### src/rtl/bil_pkg.sv
// Package: shared constants and the fixed source map of the level controller.
// Assumes priority equals source index, and fewer than 16 sources.
package bil_pkg;

    localparam int SRC_COUNT    = 13;
    localparam int WORD_W       = 16;
    localparam int WINDOW_BYTES = 64;

    localparam logic [5:0] OFS_MASK  = 6'h00;
    localparam logic [5:0] OFS_POWER = 6'h30;
    localparam logic [5:0] OFS_VER   = 6'h32;
    localparam logic [5:0] OFS_PORT  = 6'h36;

    // Monitor/mask bit owned by the source of a given priority.
    function automatic int src_bit(input int prio);
        case (prio)
            0:       return 11;
            1:       return 9;
            2:       return 8;
            3:       return 12;
            4:       return 10;
            5:       return 6;
            6:       return 5;
            7:       return 4;
            8:       return 7;
            9:       return 14;
            10:      return 13;
            11:      return 0;
            12:      return 15;
            default: return 3;
        endcase
    endfunction

endpackage

### src/rtl/bil_sync.sv
// Module: bank of multi-flop synchronizers, one chain per input bit.
// Assumes inputs are static levels; no pulse stretching is performed.
module bil_sync #(
    parameter int WIDTH  = 13,
    parameter int STAGES = 2
) (
    input  logic             clk,
    input  logic             rst_n,
    input  logic [WIDTH-1:0] d,
    output logic [WIDTH-1:0] q
);

    logic [WIDTH-1:0] stage [STAGES];

    // Shift every bit through the chain; reset empties it.
    always_ff @(posedge clk) begin
        if (!rst_n) begin
            for (int i = 0; i < STAGES; i++) stage[i] <= '0;
        end else begin
            stage[0] <= d;
            for (int i = 1; i < STAGES; i++) stage[i] <= stage[i-1];
        end
    end

    assign q = stage[STAGES-1];

endmodule

### src/rtl/bil_prio_enc.sv
// Module: picks the lowest pending index; reports all-ones when none pends.
// Assumes NUM_SRC < 2**LVL_W so that all-ones is never a real index.
module bil_prio_enc #(
    parameter int NUM_SRC = 13,
    parameter int LVL_W   = 4
) (
    input  logic [NUM_SRC-1:0] pending,
    output logic [LVL_W-1:0]   level
);

    // Scan from the weakest to the strongest so the lowest index wins.
    always_comb begin
        level = '1;
        for (int k = NUM_SRC - 1; k >= 0; k--) begin
            if (pending[k]) level = LVL_W'(k);
        end
    end

endmodule

### src/rtl/bil_regs.sv
// Module: register window - mask, power-off pulse, version word, output port.
// Assumes single-cycle strobes; reads are combinational and gated by re.
module bil_regs #(
    parameter int          ADDR_W     = 6,
    parameter int          DATA_W     = 16,
    parameter logic [15:0] VERSION_ID = 16'h0010
) (
    input  logic              clk,
    input  logic              rst_n,
    input  logic [ADDR_W-1:0] addr,
    input  logic [DATA_W-1:0] wdata,
    input  logic              we,
    input  logic              re,
    output logic [DATA_W-1:0] rdata,
    output logic [DATA_W-1:0] mask_q,
    output logic [DATA_W-1:0] mask_next,
    output logic [DATA_W-1:0] port_q,
    output logic              shutdown_q
);
    import bil_pkg::*;

    logic hit_mask, hit_power, hit_ver, hit_port;

    // Decode the byte offset into one-hot register selects.
    always_comb begin
        hit_mask  = (addr == ADDR_W'(OFS_MASK));
        hit_power = (addr == ADDR_W'(OFS_POWER));
        hit_ver   = (addr == ADDR_W'(OFS_VER));
        hit_port  = (addr == ADDR_W'(OFS_PORT));
    end

    // Mask value as of the coming edge, so the level sees a write at once.
    assign mask_next = (we && hit_mask) ? wdata : mask_q;

    // Hold mask and port; raise the power-off pulse for one cycle.
    always_ff @(posedge clk) begin
        if (!rst_n) begin
            mask_q     <= '0;
            port_q     <= '0;
            shutdown_q <= 1'b0;
        end else begin
            mask_q     <= mask_next;
            shutdown_q <= we && hit_power && wdata[0];
            if (we && hit_port) port_q <= wdata;
        end
    end

    // Read mux; unmapped offsets and idle strobe return zero.
    always_comb begin
        rdata = '0;
        if (re) begin
            if (hit_mask)     rdata = mask_q;
            else if (hit_ver) rdata = DATA_W'(VERSION_ID);
            else if (hit_port) rdata = port_q;
        end
    end

endmodule

### src/rtl/board_irl_ctrl.sv
// Module: board interrupt level controller top.
// Synchronizes sources, places them on the monitor word, qualifies them with
// the mask, encodes the winner and drives the inverted code from a flop.
// Assumes source index equals priority and the map in bil_pkg.
module board_irl_ctrl #(
    parameter int          NUM_SRC     = 13,
    parameter int          SYNC_STAGES = 2,
    parameter int          DATA_W      = 16,
    parameter int          ADDR_W      = $clog2(bil_pkg::WINDOW_BYTES),
    parameter logic [15:0] VERSION_ID  = 16'h0010
) (
    input  logic               clk,
    input  logic               rst_n,
    input  logic [NUM_SRC-1:0] src_i,
    input  logic [ADDR_W-1:0]  bus_addr,
    input  logic [DATA_W-1:0]  bus_wdata,
    input  logic               bus_we,
    input  logic               bus_re,
    output logic [DATA_W-1:0]  bus_rdata,
    output logic [3:0]         irl_o,
    output logic               shutdown_req_o,
    output logic [DATA_W-1:0]  gpo_o
);
    import bil_pkg::*;

    localparam int LVL_W = 4;

    logic [NUM_SRC-1:0] src_sync;
    logic [DATA_W-1:0]  monitor;
    logic [DATA_W-1:0]  mask_q, mask_next;
    logic [NUM_SRC-1:0] pending;
    logic [LVL_W-1:0]   level;
    logic [LVL_W-1:0]   irl_q;

    bil_sync #(.WIDTH(NUM_SRC), .STAGES(SYNC_STAGES)) u_sync (
        .clk(clk), .rst_n(rst_n), .d(src_i), .q(src_sync)
    );

    bil_regs #(.ADDR_W(ADDR_W), .DATA_W(DATA_W), .VERSION_ID(VERSION_ID)) u_regs (
        .clk(clk), .rst_n(rst_n), .addr(bus_addr), .wdata(bus_wdata),
        .we(bus_we), .re(bus_re), .rdata(bus_rdata), .mask_q(mask_q),
        .mask_next(mask_next), .port_q(gpo_o), .shutdown_q(shutdown_req_o)
    );

    // Place each synchronized source on its assigned monitor bit.
    always_comb begin
        monitor = '0;
        for (int k = 0; k < NUM_SRC; k++) monitor[src_bit(k)] = src_sync[k];
    end

    // A source pends when monitor and mask agree on its bit.
    always_comb begin
        for (int k = 0; k < NUM_SRC; k++)
            pending[k] = monitor[src_bit(k)] & mask_next[src_bit(k)];
    end

    bil_prio_enc #(.NUM_SRC(NUM_SRC), .LVL_W(LVL_W)) u_enc (
        .pending(pending), .level(level)
    );

    // Register the inverted level so idle reads as zero.
    always_ff @(posedge clk) begin
        if (!rst_n) irl_q <= '0;
        else        irl_q <= level ^ {LVL_W{1'b1}};
    end

    assign irl_o = irl_q;

endmodule

### config.mk
export PLATFORM = sky130hd
export DESIGN_NAME = board_irl_ctrl
export DESIGN_NICKNAME = d
export VERILOG_FILES = /design/src/rtl/bil_pkg.sv /design/src/rtl/bil_sync.sv /design/src/rtl/bil_prio_enc.sv /design/src/rtl/bil_regs.sv /design/src/rtl/board_irl_ctrl.sv
export SDC_FILE = /design/constraint.sdc
export NUM_CORES = 1
export LEC_CHECK = 0
export BUFFER_PORTS_ARGS = -buffer_cell sky130_fd_sc_hd__buf_2
export CORE_ASPECT_RATIO = 0.75
export CORE_MARGIN = 5
export CORE_UTILIZATION = 51
export DETAILED_ROUTE_END_ITERATION = 8
export PLACE_DENSITY = 0.77
export SLEW_MARGIN = 20
export SYNTH_ARGS = -nofsm -noshare
export SYNTH_HDL_FRONTEND = slang
export SYNTH_SLANG_ARGS = --single-unit
export TNS_END_PERCENT = 20
### constraint.sdc
create_clock -name clk -period 1.85 [get_ports clk]
set_input_delay 0.0925 -clock clk [delete_from_list [all_inputs] [get_ports clk]]
set_output_delay 0.0925 -clock clk [all_outputs]
set_load 0.05 [all_outputs]
# After elaboration in Yosys (flattened, before gate mapping)

Memory sizes are Yosys's and may differ from the RTL's.
Index checks and enable logic that the tools add are counted.

Add/sub/neg operators: 0
Multiply operators: 0
Divide/modulo/power cells: 0
Magnitude comparators: 0
Equal/unequal tests: 3
Shift operators: 0
Muxes and demuxes: 22
Bitwise logic cells: 16
Reduce and logical (&&, ||, !) cells: 5

Operator list:

| cell                                       | number |
|---|---|
| 2-to-1 mux 16 bit                          | 5 |
| 2-to-1 mux 4 bit                           | 8 |
| 2-to-1 mux 13 bit                          | 2 |
| equality test 6 bit, second input constant | 3 |
| AND 1 bit                                  | 13 |
| 2-to-1 mux 3 bit                           | 4 |
| logical NOT 6 bit                          | 1 |
| logical AND 1 bit                          | 4 |
| inverter 4 bit                             | 1 |
| 2-to-1 mux 1 bit                           | 2 |
| 2-to-1 mux 2 bit                           | 1 |
| bitwise OR 1 bit                           | 2 |

Flip-flop bits (word level): 37
Bits in latches: 0
RAM bits: 26
ROM bits: 0
Output and inout port bits: 37
Memories kept: 1

Memories:

| memory       | depth | bits a word | read ports | clocked after memory_dff | wr ports | line           | text |
|---|---|---|---|---|---|---|---|
| u_sync.stage | 2     | 13          | 2          | 0                        | 2        | bil_sync.sv:13 | `logic [WIDTH-1:0] stage [STAGES];` |

# Depth between registers and ports, before layout

Depth in word-level cells: 18
Mapped depth: 9
Mapped depth without buffers: 6

# Hierarchy

Synthesis repeated with hierarchy kept, for this count alone.

Cells, all modules: 315
Area total of the unflattened synthesis: 3030.4 um^2

Modules (own cells, without submodules):

| module         | times used | cells an instance | area each (um^2) |
|---|---|---|---|
| bil_regs       | 1          | 204               | 1880.6 |
| bil_sync       | 1          | 67                | 828.3 |
| board_irl_ctrl | 1          | 21                | 196.4 |
| bil_prio_enc   | 1          | 23                | 125.1 |

# Worst setup path before layout

OpenSTA, ideal clock, no wires.

Path kind: input to output
Start point: input port bus_addr[0]
End point: output port bus_rdata[10]
Arrival time: 1848 ps
Setup slack: -90 ps
Stages on the path: 5
Buffers on the path: 1
Cell sequence: nor4_4 -> nor3b_2 -> buf_2 -> a22oi_1 -> nor2b_1

Longest elaborated chain between the ends: 5

RTL lines:

| what                | line                 | text |
|---|---|---|
| from (decl)         | board_irl_ctrl.sv:15 | `input logic [ADDR_W-1:0] bus_addr,` |
| equality test 6 bit | bil_regs.sv:29       | `hit_port = (addr == ADDR_W'(OFS_PORT));` |
| 2-to-1 mux 16 bit   | bil_regs.sv:54       | `else if (hit_port) rdata = port_q;` |
| 2-to-1 mux 16 bit   | bil_regs.sv:53       | `else if (hit_ver) rdata = DATA_W'(VERSION_ID);` |
| 2-to-1 mux 16 bit * | bil_regs.sv:52       | `if (hit_mask) rdata = mask_q;` |
| 2-to-1 mux 16 bit * | bil_regs.sv:51       | `if (re) begin` |
| to (decl)           | board_irl_ctrl.sv:19 | `output logic [DATA_W-1:0] bus_rdata,` |

Every way passes the cells marked *; elsewhere a longest branch is shown, timed or not.

# Worst setup path in the final report

Start point: input port bus_addr[0]
End point: output port bus_rdata[6]

The elaborated chain is that of the path after synthesis.

==> results.tsv <==
stage	metric	value	unit
floorplanning	row_count	22	
critical_path	setup.worst_path.start_class	primary input	
timing	slew_violations	0	
critical_path	r2r_slack	360	ps
clock_network	cts_tree	yes	
timing	whs	21.39	ps
routing	routed_via_density	5.142	
critical_path	critPathMaxFanout	9	
place	place_congestion	0.8508	
critical_path	slowest_stage	nor4_4	
pwr	switchingPower	601.1	uW
synth	syn_area	2681	um^2
timing	fin_tns_setup	0	ps
global_routing	grt_pass1_wl	10.60	mm
routing	vias	2396	
timing	hold_violations	0	
clock_network	clk_latency	330	ps
critical_path	crit_arrival	1530	ps
floorplanning	start_util	53.82	%
hold_path	hold_class	in -> reg	
clock_network	cts_max_path_buffers	2	
synth	syn_inst	294	
cells_and_area	diodes	0	
clock_network	numClockSinks	63	
synth	synth-seq-cells	63	
place	hpwl	4.706	mm
global_routing	grt_start_max_net_pins	28	
hold_path	whs_endpoint	u_regs.mask_q[2]	
timing	finalClockSkew	6.266	ps
pwr	p_leak	0.001477	uW
synth	async_reset_ff_share	0	%
clock_network	cts_root_buffer	clkbuf_8	
routing	drt-total-wl	6.452	mm
global_routing	grt-ovfl-total	0	
hold_path	hold_start	bus_wdata[2]	
floorplanning	io_pins	76	
cells_and_area	syn2layout_area_growth	30.00	%
place	place_ws	-47.92	ps
timing	max_freq	617.2	MHz
run	drv_cap	0	
pwr	p_int	2093	uW
global_routing	grt_use_total	19.99	%
hold_path	whs_path_depth	3	
cells_and_area	num-nets-final	428	
floorplanning	core_area	4982	um^2
routing	drc	0	
timing	rsz0062_at_grt	false	
critical_path	crit_chain	buf_2 -> nor4_4 -> nor3b_2 -> buf_4 -> a22oi_1 -> nor2b_1 -> buf_2	
critical_path	reg2reg_depth	5	
place	io_buffers	75	
floorplanning	die_h	72.80	um
critical_path	end_kind	output port	
synth	ys_warn_count	0	
synth	avgSynthCellArea	9.120	um^2
synth	ys.flop_type	dfxtp_1	
synth	ys_types	40	
timing	setup_viol	0	
critical_path	r2r-start	u_sync.stage[0][24]	
pwr	pwr-share-clk	41.7	%
pwr	power.density	773.0	nW/um^2
synth	ys_seq_area_share	47.04	%
routing	drtAntennaViolNets	0	
floorplanning	die-area	6823	um^2
routing	dr.pass1.iters	4	
timing	setup_slack	229.9	ps
floorplanning	dieWidth	93.73	um
cells_and_area	n_fill_cell	428	
routing	wl_per_cell	13.85	um
pwr	swShare	22.31	%
cells_and_area	mostFrequentLayoutCells	buf_2 (75), nand2_1 (66), dfxtp_1 (63), and2_1 (31), a21boi_0 (26)	
global_routing	antenna_found_initial	0	
timing	fin_crit	1620	ps
clock_network	clk_pin_slew_worst_paths	60	ps
clock_network	post_cts_buffers	0	
critical_path	r2r-end	irl_o[0]	
timing	slew_headroom	59.05	%
synth	synth-edff-count	0	
pwr	power_frac_seq	52.0	%
cells_and_area	layout_commonest_cell	buf_2	
routing	drt-initial-drc-count	127	
clock_network	numCtsBuffers	9	
critical_path	cp.required	1760	ps
timing	worst_pin_slew	612.8	ps
critical_path	path_common_cell	buf_2	
status	status	completed	
critical_path	crit_type	in -> out	
pwr	ir_worst_vdd	0.6431	mV
timing	finalCritPeriodShare	87.57	%
cells_and_area	drive_above_1_share	29.44	%
global_routing	grt_pass1_vias	2179	
clock_network	htree_levels	3	
critical_path	critical_path.max_stage_delay	360	ps
pwr	p_comb_share	6.3	%
cells_and_area	final_core_util	69.96	%
synth	synth_nets	333	
==> how the worst max path moves through the flow <==
stage                start       endpoint  slack (ps)  cells past startpoint
6_report       bus_addr[0]   bus_rdata[6]         230                      7
3_3_place_gp   bus_addr[0]       irl_o[0]          40                      7
4_1_cts        bus_addr[0]   bus_rdata[6]         220                      7
2_1_floorplan  bus_addr[0]  bus_rdata[12]         -90                      5
5_1_grt        bus_addr[0]   bus_rdata[6]          90                      7
3_5_place_dp   bus_addr[0]       irl_o[0]         -50                      7
==> flip-flops by register name (all words and copies together), names as in the netlist <==
register	flops
u_regs.port_q	16
irl_o	4
u_regs.shutdown_q	1
u_sync.stage	26
u_regs.mask_q	16
==> kinds of logic (layout without fill, tap and decap cells) <==
| logic type | count (synthesis) | count (layout) | synth area share [%] |
|---|---|---|---|
| AND/OR/NAND/NOR | 139 | 139 | 27.53 |
| flip-flops | 63 | 63 | 47.04 |
| multiplexers | 8 | 8 | 3.220 |
| buffers and inverters | 21 | 121 | 3.966 |
| AO/OA/AOI/OAI | 63 | 63 | 18.25 |
==> synthesized netlist by cell type (3+ instances only) <==
library cell	instances	area [um^2]
and2_1	31	193.9
inv_1	3	11.26
dfxtp_1	63	1261
nor2_1	3	11.26
a21boi_0	26	195.2
mux2i_1	6	60.06
nor2b_1	23	143.9
o21ai_0	3	15.01
buf_2	3	15.01
clkbuf_1	10	37.54
a22oi_1	15	112.6
nand2b_1	3	18.77
a221oi_1	5	43.79
nand2_1	66	247.7
a21oi_1	3	15.01
==> area by class of cell <==
type | count | area (um^2) | share of cell area [%]
multi-input combinational | 210 | 1319 | 37.83
sequential | 63 | 1261 | 36.18
timing repair buffer | 102 | 615.6 | 17.66
clock buffer | 10 | 127.6 | 3.661
tap | 72 | 90.09 | 2.584
clock inverter | 6 | 61.31 | 1.759
inverter | 3 | 11.26 | 0.3230
==> what timing repair did <==
action	4_1_cts	5_1_grt
hold endpoints to repair	15	0
hold buffers	15	0
endpoints found under the setup margin	0	0
gates resized for setup	0	0
==> power by group through the flow <==
stage	Combinational, uW	Clock [uW]	Sequential, uW
final	171	1120	1400
after global placement	143	0	1430
after global routing	188	1230	1400
after detailed placement	146	0	1430
after floorplan	65.8	0	1430
after CTS	171	1150	1400
==> worst max-delay path: cells and delay by family <==
family	cells	cell delay, ps
simple gates	3	740
buf+inv	3	590
compound gates	1	90
==> metal layers <==
layer | share of wire, % | track usage (%) | vias to the layer above
li1 | - | - | 1193
met1 | 45 | 26.16 | 1092
met2 | 45 | 30.84 | 105
met3 | 8.8 | 7.938 | 6
met4 | 0.64 | 5.288 | 0
met5 | 0 | 0 | -
==> through the flow <==
stage                     cell area, um^2  std cells  total power [uW]
after detailed placement             3147        435              1577
after global routing                 3486        466              2819
after CTS                            3486        466              2722
final                                3486        466              2695
after global placement               3147        435              1573
after floorplan                      2686        294              1499
Note: power is estimated with default switching activity, not from simulation.
